## config.mk

```make
export PLATFORM = sky130hd
export DESIGN_NAME = crc_errcnt_seq
export DESIGN_NICKNAME = d
export VERILOG_FILES = /design/src/rtl/crc_errcnt_pkg.sv /design/src/rtl/crc_errcnt_steps.sv /design/src/rtl/crc_errcnt_assemble.sv /design/src/rtl/crc_errcnt_seq.sv
export SDC_FILE = /design/constraint.sdc
export NUM_CORES = 1
export LEC_CHECK = 0
export ABC_AREA = 1
export BUFFER_PORTS_ARGS = -buffer_cell sky130_fd_sc_hd__buf_2
export CORE_MARGIN = 3
export CORE_UTILIZATION = 49
export CTS_CLUSTER_DIAMETER = 100
export DETAILED_ROUTE_END_ITERATION = 8
export HOLD_SLACK_MARGIN = 0.15
export PLACE_DENSITY = 0.9
export SYNTH_ARGS = -nofsm -noshare
export SYNTH_HDL_FRONTEND = slang
export SYNTH_SLANG_ARGS = --single-unit
```

## constraint.sdc

```tcl
create_clock -name clk -period 3.57 [get_ports clk]
set_input_delay 0.714 -clock clk [delete_from_list [all_inputs] [get_ports clk]]
set_output_delay 0.714 -clock clk [all_outputs]
set_load 0.02 [all_outputs]
```

## src/rtl/crc_errcnt_pkg.sv

```systemverilog
package crc_errcnt_pkg;
  localparam int DATA_W    = 8;
  localparam int ADDR_W    = 32;
  localparam int COUNT_W   = 32;
  localparam int N_BYTES   = COUNT_W / DATA_W;
  localparam int N_RMW     = 5;
  localparam int N_STEPS   = N_RMW + N_BYTES;
  localparam int STEP_W    = $clog2(N_STEPS);
  localparam int LANE_W    = $clog2(N_BYTES);
  localparam logic [ADDR_W-1:0] CHK_ADDR = 32'h0000_0119;

  typedef enum logic [1:0] {S_IDLE, S_RD, S_WR, S_DONE} seq_state_t;

  function automatic logic [ADDR_W-1:0] bank_base(input int lanes);
    case (lanes)
      16:      return 32'h0000_036C;
      8:       return 32'h0000_032C;
      default: return 32'h0000_02D4;
    endcase
  endfunction
endpackage

```

## src/rtl/crc_errcnt_steps.sv

```systemverilog
module crc_errcnt_steps
  import crc_errcnt_pkg::*;
#(
  parameter logic [ADDR_W-1:0] BASE = 32'h0000_036C
) (
  input  logic [STEP_W-1:0] idx,
  input  logic              sel_ecrc,
  input  logic              clr,
  output logic [ADDR_W-1:0] addr,
  output logic [DATA_W-1:0] mask,
  output logic [DATA_W-1:0] value,
  output logic              is_rmw,
  output logic              is_last,
  output logic [LANE_W-1:0] lane
);
  logic [STEP_W-1:0] rd_off;
  assign rd_off  = idx - STEP_W'(N_RMW);
  assign lane    = rd_off[LANE_W-1:0];
  assign is_rmw  = (idx < STEP_W'(N_RMW));
  assign is_last = (idx == STEP_W'(N_STEPS - 1));

  always_comb begin
    addr  = BASE + ADDR_W'(N_RMW - 1) + ADDR_W'(rd_off);
    mask  = '0;
    value = '0;
    case (idx)
      STEP_W'(0): begin addr = CHK_ADDR;        mask = 8'h01; value = 8'h01; end
      STEP_W'(1): begin addr = BASE + 32'd3;    mask = 8'hFF; value = sel_ecrc ? 8'h03 : 8'h02; end
      STEP_W'(2): begin addr = BASE + 32'd2;    mask = 8'hFF; value = sel_ecrc ? 8'h02 : 8'h01; end
      STEP_W'(3): begin addr = BASE + 32'd1;    mask = 8'hFF; value = 8'h00; end
      STEP_W'(4): begin
        addr  = BASE;
        mask  = clr ? 8'h1F : 8'h1C;
        value = clr ? 8'h1F : 8'h1C;
      end
      default: ;
    endcase
  end
endmodule

```

## src/rtl/crc_errcnt_assemble.sv

```systemverilog
module crc_errcnt_assemble
  import crc_errcnt_pkg::*;
(
  input  logic               clk,
  input  logic               rst_n,
  input  logic               clr,
  input  logic               cap_en,
  input  logic [LANE_W-1:0]  lane,
  input  logic [DATA_W-1:0]  din,
  output logic [COUNT_W-1:0] count
);
  for (genvar g = 0; g < N_BYTES; g++) begin : g_lane
    logic [DATA_W-1:0] q;
    always_ff @(posedge clk) begin
      if (!rst_n || clr)                        q <= '0;
      else if (cap_en && lane == LANE_W'(g))    q <= din;
    end
    assign count[g*DATA_W +: DATA_W] = q;
  end
endmodule

```

## src/rtl/crc_errcnt_seq.sv

```systemverilog
module crc_errcnt_seq
  import crc_errcnt_pkg::*;
#(
  parameter int LANES = 16
) (
  input  logic               clk,
  input  logic               rst_n,
  input  logic               start,
  input  logic               sel_ecrc,
  input  logic               clr_req,
  output logic               busy,
  output logic               done,
  output logic [COUNT_W-1:0] count,
  output logic [ADDR_W-1:0]  cfg_addr,
  output logic               cfg_read,
  output logic               cfg_write,
  output logic [DATA_W-1:0]  cfg_wdata,
  input  logic [DATA_W-1:0]  cfg_rdata,
  input  logic               cfg_waitreq
);
  localparam logic [ADDR_W-1:0] BASE = bank_base(LANES);

  seq_state_t        state;
  logic [STEP_W-1:0] step;
  logic              sel_q, clr_q;
  logic [DATA_W-1:0] wdata_q;
  logic [DATA_W-1:0] mask, value;
  logic              is_rmw, is_last;
  logic [LANE_W-1:0] lane;
  logic              accept, take;

  crc_errcnt_steps #(.BASE(BASE)) u_steps (
    .idx(step), .sel_ecrc(sel_q), .clr(clr_q), .addr(cfg_addr),
    .mask(mask), .value(value), .is_rmw(is_rmw), .is_last(is_last), .lane(lane)
  );

  assign accept = (state == S_IDLE) && start;
  assign take   = (state == S_RD) && !cfg_waitreq && !is_rmw;

  crc_errcnt_assemble u_asm (
    .clk(clk), .rst_n(rst_n), .clr(accept), .cap_en(take),
    .lane(lane), .din(cfg_rdata), .count(count)
  );

  always_ff @(posedge clk) begin
    if (!rst_n) begin
      state   <= S_IDLE;
      step    <= '0;
      sel_q   <= 1'b0;
      clr_q   <= 1'b0;
      wdata_q <= '0;
    end else begin
      case (state)
        S_IDLE: if (start) begin
          sel_q <= sel_ecrc;
          clr_q <= clr_req;
          step  <= '0;
          state <= S_RD;
        end
        S_RD: if (!cfg_waitreq) begin
          if (is_rmw) begin
            wdata_q <= (cfg_rdata & ~mask) | (value & mask);
            state   <= S_WR;
          end else if (is_last) begin
            state <= S_DONE;
          end else begin
            step <= step + 1'b1;
          end
        end
        S_WR: if (!cfg_waitreq) begin
          step  <= step + 1'b1;
          state <= S_RD;
        end
        default: state <= S_IDLE;
      endcase
    end
  end

  assign cfg_read  = (state == S_RD);
  assign cfg_write = (state == S_WR);
  assign cfg_wdata = wdata_q;
  assign busy      = (state != S_IDLE);
  assign done      = (state == S_DONE);


  cmd_hold_chk: assert property (@(posedge clk) disable iff (!rst_n)
    (cfg_read || cfg_write) && cfg_waitreq |=>
      cfg_read == $past(cfg_read) && cfg_write == $past(cfg_write) &&
      $stable(cfg_addr) && $stable(cfg_wdata));

  rw_excl_chk: assert property (@(posedge clk) disable iff (!rst_n)
    !(cfg_read && cfg_write));

  done_pulse_chk: assert property (@(posedge clk) disable iff (!rst_n)
    done |=> !done);

  busy_hold_chk: assert property (@(posedge clk) disable iff (!rst_n)
    busy && !done |=> busy);

  busy_start_chk: assert property (@(posedge clk) disable iff (!rst_n)
    $rose(busy) |-> $past(start));

  en_val_chk: assert property (@(posedge clk) disable iff (!rst_n)
    cfg_write && cfg_addr == BASE |-> cfg_wdata[4:2] == 3'b111);

  wr_after_rd_chk: assert property (@(posedge clk) disable iff (!rst_n)
    $rose(cfg_write) |-> $past(cfg_read) && $stable(cfg_addr));
endmodule

```

* Word level (Yosys, flattened, before mapping)
Index checks and enable logic that the tools add are counted.
Storage, ports and cells: flip-flop bits (word level) 48, word-level logic and storage cells 74
Operators by class: $add $sub $neg 3, order comparisons 1, equal/unequal tests 17, multiplexer cells 18, bitwise operators 5, reductions and logical operators 21
Operators by type and width (count):
- 32-bit case mux with 5 select lines | 1
- 8-bit case mux with 4 select lines | 1
- 8-bit case mux with 3 select lines | 1
- 4-bit two-way mux | 5
- 8-bit bitwise AND | 2
- 2-bit two-way mux | 7
- 4-bit case mux with 3 select lines | 1
- 10-bit by 4-bit adder with 11-bit output, first input constant | 1
- 2-bit != test, second input constant | 5
- 2-bit == test, second input constant | 4
- 4-bit by 2-bit == test with 1-bit output, second input constant | 2
- 8-bit inverter | 1
- 8-bit bitwise OR | 1
- 1-bit logical AND | 7
- 2-bit case mux with 3 select lines | 1
- 6-bit AND reduction | 1
- 4-bit by 1-bit adder with 4-bit output, second input constant | 1
- 2-bit by 1-bit == test with 1-bit output, second input constant | 2
- 4-bit by 1-bit == test with 1-bit output, second input constant | 1
- 4-bit by 3-bit == test with 1-bit output, second input constant | 1
- 4-bit == test, second input constant | 1
- 2-bit zero test | 2
- 4-bit zero test | 1
- 4-bit by 3-bit < comparator with 1-bit output, second input constant | 1
- 12 further kinds | 14

* Logic depth before layout (Yosys ltp)
depth after elaboration 6, depth in mapped cells 11

* Modules after synthesis
Synthesis repeated with hierarchy kept, for this count alone.
Unflattened totals: cell total of the unflattened synthesis 440, area, all modules 2865.2 um^2
Modules (own cells, without submodules):
- crc_errcnt_assemble | instances 1, cells an instance 209, area an instance 1357.6 um^2, sequential area each 640.6 um^2
- crc_errcnt_seq | instances 1, cells an instance 135, area an instance 924.6 um^2, sequential area each 320.3 um^2
- crc_errcnt_steps | instances 1, cells an instance 96, area an instance 583.1 um^2, sequential area each 0.0 um^2

* Least setup slack after synthesis
Ideal clock, no wire load.
path type register to output, start point register step[0], end point output cfg_addr[1], data arrival time 1685 ps, path slack 1171 ps, cell stages (with the launch flop) 6, buffers on the path 0, path through dfxtp_1 > inv_1 > ha_1 > inv_1 > nor2_1 > o31ai_1
Between the ends: cells in the longest elaborated chain, start to end 3, elaborated cells between the ends (all ways) 8, those cells by class add/sub (2); eq/ne (4); mux (1); reduce/logical (1)
RTL lines:
- from (decl) | RTL line crc_errcnt_seq.sv:24 | logic [STEP_W-1:0] step;
- from (signal assigned) | RTL line crc_errcnt_seq.sv:67 | step <= step + 1'b1;
- from (signal assigned) | RTL line crc_errcnt_seq.sv:71 | step <= step + 1'b1;
- 4-bit by 3-bit subtractor with 4-bit output | RTL line crc_errcnt_steps.sv:17 | assign rd_off = idx - STEP_W'(N_RMW);
- 10-bit by 4-bit adder with 11-bit output | RTL line crc_errcnt_steps.sv:23 | addr = BASE + ADDR_W'(N_RMW - 1) + ADDR_W'(rd_off);
- 32-bit case mux with 5 select lines * | RTL line crc_errcnt_steps.sv:26 | case (idx)
- to (decl) | RTL line crc_errcnt_seq.sv:14 | output logic [ADDR_W-1:0] cfg_addr,
Every way passes the cells marked *; elsewhere a longest branch is shown, timed or not.

* Final worst setup path
start point register step[0], end point output cfg_addr[0]
Same word-level chain as after synthesis.

==> flow_summary.rst <==
.. list-table::
   :header-rows: 1

   * - Metric
     - Value
   * - Share of cells above drive strength 1
     - 24.1%
   * - Worst hold slack
     - 0.471 ns
   * - CP Max Fanout
     - 9
   * - CTS buffer count
     - 5
   * - Maximum vdd ir drop
     - 0.508 mV
   * - Post-CTS Hold Buffers
     - 0
   * - Outcome
     - completed
   * - Remaining design rule violation count
     - 0
   * - GR Util All Layers
     - 20.5%
   * - Worst path slowest cell
     - sky130_fd_sc_hd__dfxtp_1
   * - Longest Clk Path Bufs
     - 2
   * - Yosys warning total
     - 0
   * - Number of storage elements in the synthesis netlist
     - 48
   * - Most frequent CP cell
     - sky130_fd_sc_hd__inv_1
   * - Number of vias per cell
     - 5.00
   * - Pwr Density
     - 638 nW/um^2
   * - Cells after synthesis
     - 321
   * - Total internal power
     - 980 uW
   * - Initial standard-cell utilization of the core
     - 52.1%
   * - Via count of the routed design
     - 2242
   * - Leakage power total
     - 0.00150 uW
   * - Critical path buffers and inverters
     - 3
   * - Net total in the final layout
     - 405
   * - First-pass iteration count of the detailed router
     - 5
   * - Hold Violations, Final
     - 0
   * - Growth of design area from synthesis to finish
     - 12.0%
   * - Synthesized area per cell
     - 7.87 um^2
   * - Crit path largest cell delay
     - 0.52 ns
   * - Final WS setup
     - 0.673 ns
   * - Crit end category
     - output pin
   * - Max-cap violation count
     - 0
   * - First-pass GRT wire length
     - 9.84 mm
   * - Reg-to-Reg Start
     - step[0]
   * - Data required time at the worst endpoint
     - 2.86 ns
   * - Die X-Extent
     - 77.8 um
   * - Critical path cell sequence
     - inv_1 > ha_1 > inv_1 > nor2_1 > a21oi_1 > nand2_1 > nand3_1 > buf_2
   * - # setup viols final
     - 0
   * - Drt initial violations
     - 147
   * - WL final
     - 6.19 mm
   * - Post-route non-filler standard cell count
     - 448
   * - Die area
     - 6060 um^2
   * - Leftover overflow at the end of global routing
     - 0
   * - Antenna Cells
     - 0
   * - Count of buffers added by post-CTS timing repair for setup
     - 0
   * - Setup crit start
     - step[0]
   * - Proportion of synthesized chip area in sequential cells
     - 38.0%
   * - Core Footprint
     - 4850 um^2
   * - Number of antenna violations at the first check in global routing
     - 0
   * - Arrival time at the worst endpoint
     - 2.18 ns
   * - Max Slew Vio Count
     - 0
   * - Startpoint type of the worst setup path
     - register
   * - CTS tree
     - done
   * - CTS Root Buffer Type
     - sky130_fd_sc_hd__clkbuf_8
   * - Total Neg Setup Slack
     - 0 ns
   * - End-of-flow core utilization
     - 58.4%
   * - Area of the mapped netlist
     - 2530 um^2
   * - Total clock sinks
     - 48
   * - Combinational Power Share
     - 46.1%
   * - Hold path start
     - cfg_wdata[7]
   * - Number of gates resized after cts
     - 0
   * - CTS H-tree depth
     - 2
   * - Number of global-route vias before repair
     - 2044
   * - Routability congestion estimate
     - 0.916
   * - Fmax
     - 345 MHz
   * - Class of the most critical hold timing path
     - reg2reg
   * - Relative contribution of sequential cells to total power
     - 34.5%
   * - Reg clk slew, reported paths
     - 0.09 ns
   * - Cell family with most CP delay
     - flip-flops
   * - Final routed wire length divided by cell count
     - 13.8 um
   * - Place WS
     - 1.04 ns
   * - Number of cells in the design after placement
     - 440
   * - Classification of the worst setup path
     - reg2out
   * - DRT antenna net count
     - 0
   * - Share of the clock period used by the worst path after layout
     - 81.2%
   * - Later-pin clock latency in the skew report
     - 0.30 ns
   * - Fraction of power consumed by the clock network
     - 19.4%
   * - Switch share
     - 45.7%
   * - Unrepaired setup endpoints after global routing
     - no
   * - Maximum number of pins on one net before global-route repair
     - 33
   * - Height of the die
     - 77.8 um
   * - Psw
     - 825 uW
   * - Worst clock skew
     - 0.00660 ns
   * - Period minus WS final
     - 2.90 ns
   * - Input/output buffers
     - 65
   * - Number of placement rows
     - 25
   * - Count of boundary I/O pins
     - 90
   * - Cell variety after synth
     - 28
   * - Post-DP HPWL
     - 4.44 mm
-- layout make-up --
cell class | instances | area, um^2
Multi-Input combinational cell | 225 | 1230
Sequential cell | 48 | 961
Inverter | 34 | 128
Clock inverter | 2 | 13.8
Clock buffer | 6 | 82.6
Tap cell | 67 | 83.8
Timing Repair Buffer | 66 | 333
Fill cell | 460 | 2020
-- final timing paths --
check                         end  slack [ns]  cells past startpoint
min reg2reg          cfg_wdata[7]        0.47                      2
max                   cfg_addr[0]        0.67                      8
min                  cfg_wdata[7]        0.47                      2
max reg2reg  u_asm.g_lane[1].q[7]        1.63                      9
-- layout by cell type (no fill, tap or decap), types with 3 or more instances in the layout --
master / netlist / final
sky130_fd_sc_hd__buf_2: 2 / 65
sky130_fd_sc_hd__dfxtp_1: 48 / 48
sky130_fd_sc_hd__a21oi_1: 46 / 46
sky130_fd_sc_hd__nand2_1: 43 / 43
sky130_fd_sc_hd__o21ai_0: 36 / 36
sky130_fd_sc_hd__inv_1: 30 / 30
sky130_fd_sc_hd__conb_1: 2 / 24
sky130_fd_sc_hd__nor2_1: 22 / 22
sky130_fd_sc_hd__nand3_1: 17 / 17
sky130_fd_sc_hd__ha_1: 11 / 11
sky130_fd_sc_hd__clkbuf_8: 0 / 6
sky130_fd_sc_hd__nand4_1: 5 / 5
sky130_fd_sc_hd__nor2_8: 5 / 5
sky130_fd_sc_hd__o21ai_1: 5 / 5
sky130_fd_sc_hd__inv_2: 4 / 4
sky130_fd_sc_hd__o21ai_2: 3 / 3
-- synthesized netlist by cell type, drive strengths merged --
master / n / area share [%]
conb: 2 / 0.30
a21oi: 46 / 9.1
inv: 34 / 5.0
nand3b: 1 / 0.30
nand4: 5 / 1.2
nand3: 18 / 3.8
o31ai: 1 / 0.30
ha: 11 / 5.4
o21ai: 44 / 9.2
buf: 34 / 11
clkbuf: 2 / 0.45
nor2: 28 / 7.7
or2: 1 / 0.25
nand2: 46 / 7.9
dfxtp: 48 / 38
-- routing by layer --
metal  track usage (%)  share of wire (%)  wire (um)  vias to the layer above
met2              33.9                 48       2940                      103
met3              4.29                7.8        482                        7
met1              26.5                 43       2680                     1015
met5                 0                  0          0                        -
li1                  -                  -          -                     1117
met4              6.58                1.3         82                        0
-- metrics by stage --
| step | area [um^2] | total power (uW) |
|---|---|---|
| after global routing | 2830 | 1920 |
| after detailed placement | 2740 | 1450 |
| after CTS | 2830 | 1800 |
| after global placement | 2740 | 1450 |
| after floorplan | 2610 | 1280 |
| final | 2830 | 1810 |
-- worst min-delay path: stages (launching register included) --
cell and delay [ns]:
sky130_fd_sc_hd__dfxtp_1 0.32, sky130_fd_sc_hd__nand2_1 0.06, sky130_fd_sc_hd__a21oi_1 0.06
-- state kept, by name, indices dropped and copies added (netlist names) --
signal          flops
u_asm.g_lane.q     32
sel_q               1
cfg_wdata           8
state               2
clr_q               1
step                4
-- power groups by stage --
stage	logic, uW	registers, uW	clock network, uW
finish	833	622	350
floorplan	635	648	0
detailed placement	822	633	0
CTS	826	621	356
global route	915	630	375
global placement	815	630	0
-- cells by family (layout without fill, tap and decap cells) --
family                     count (synthesis)  count (layout)  share of synthesized area, %
AOI/OAI and AO/OA                         91              91                          18.6
adders and majority gates                 11              11                          5.45
buffers and inverters                     70             108                          16.6
DFF                                       48              48                          38.0
other                                      2              24                         0.297
and+or+nand+nor                           99              99                          21.1
No activity file was read; power rests on OpenSTA's default activity.
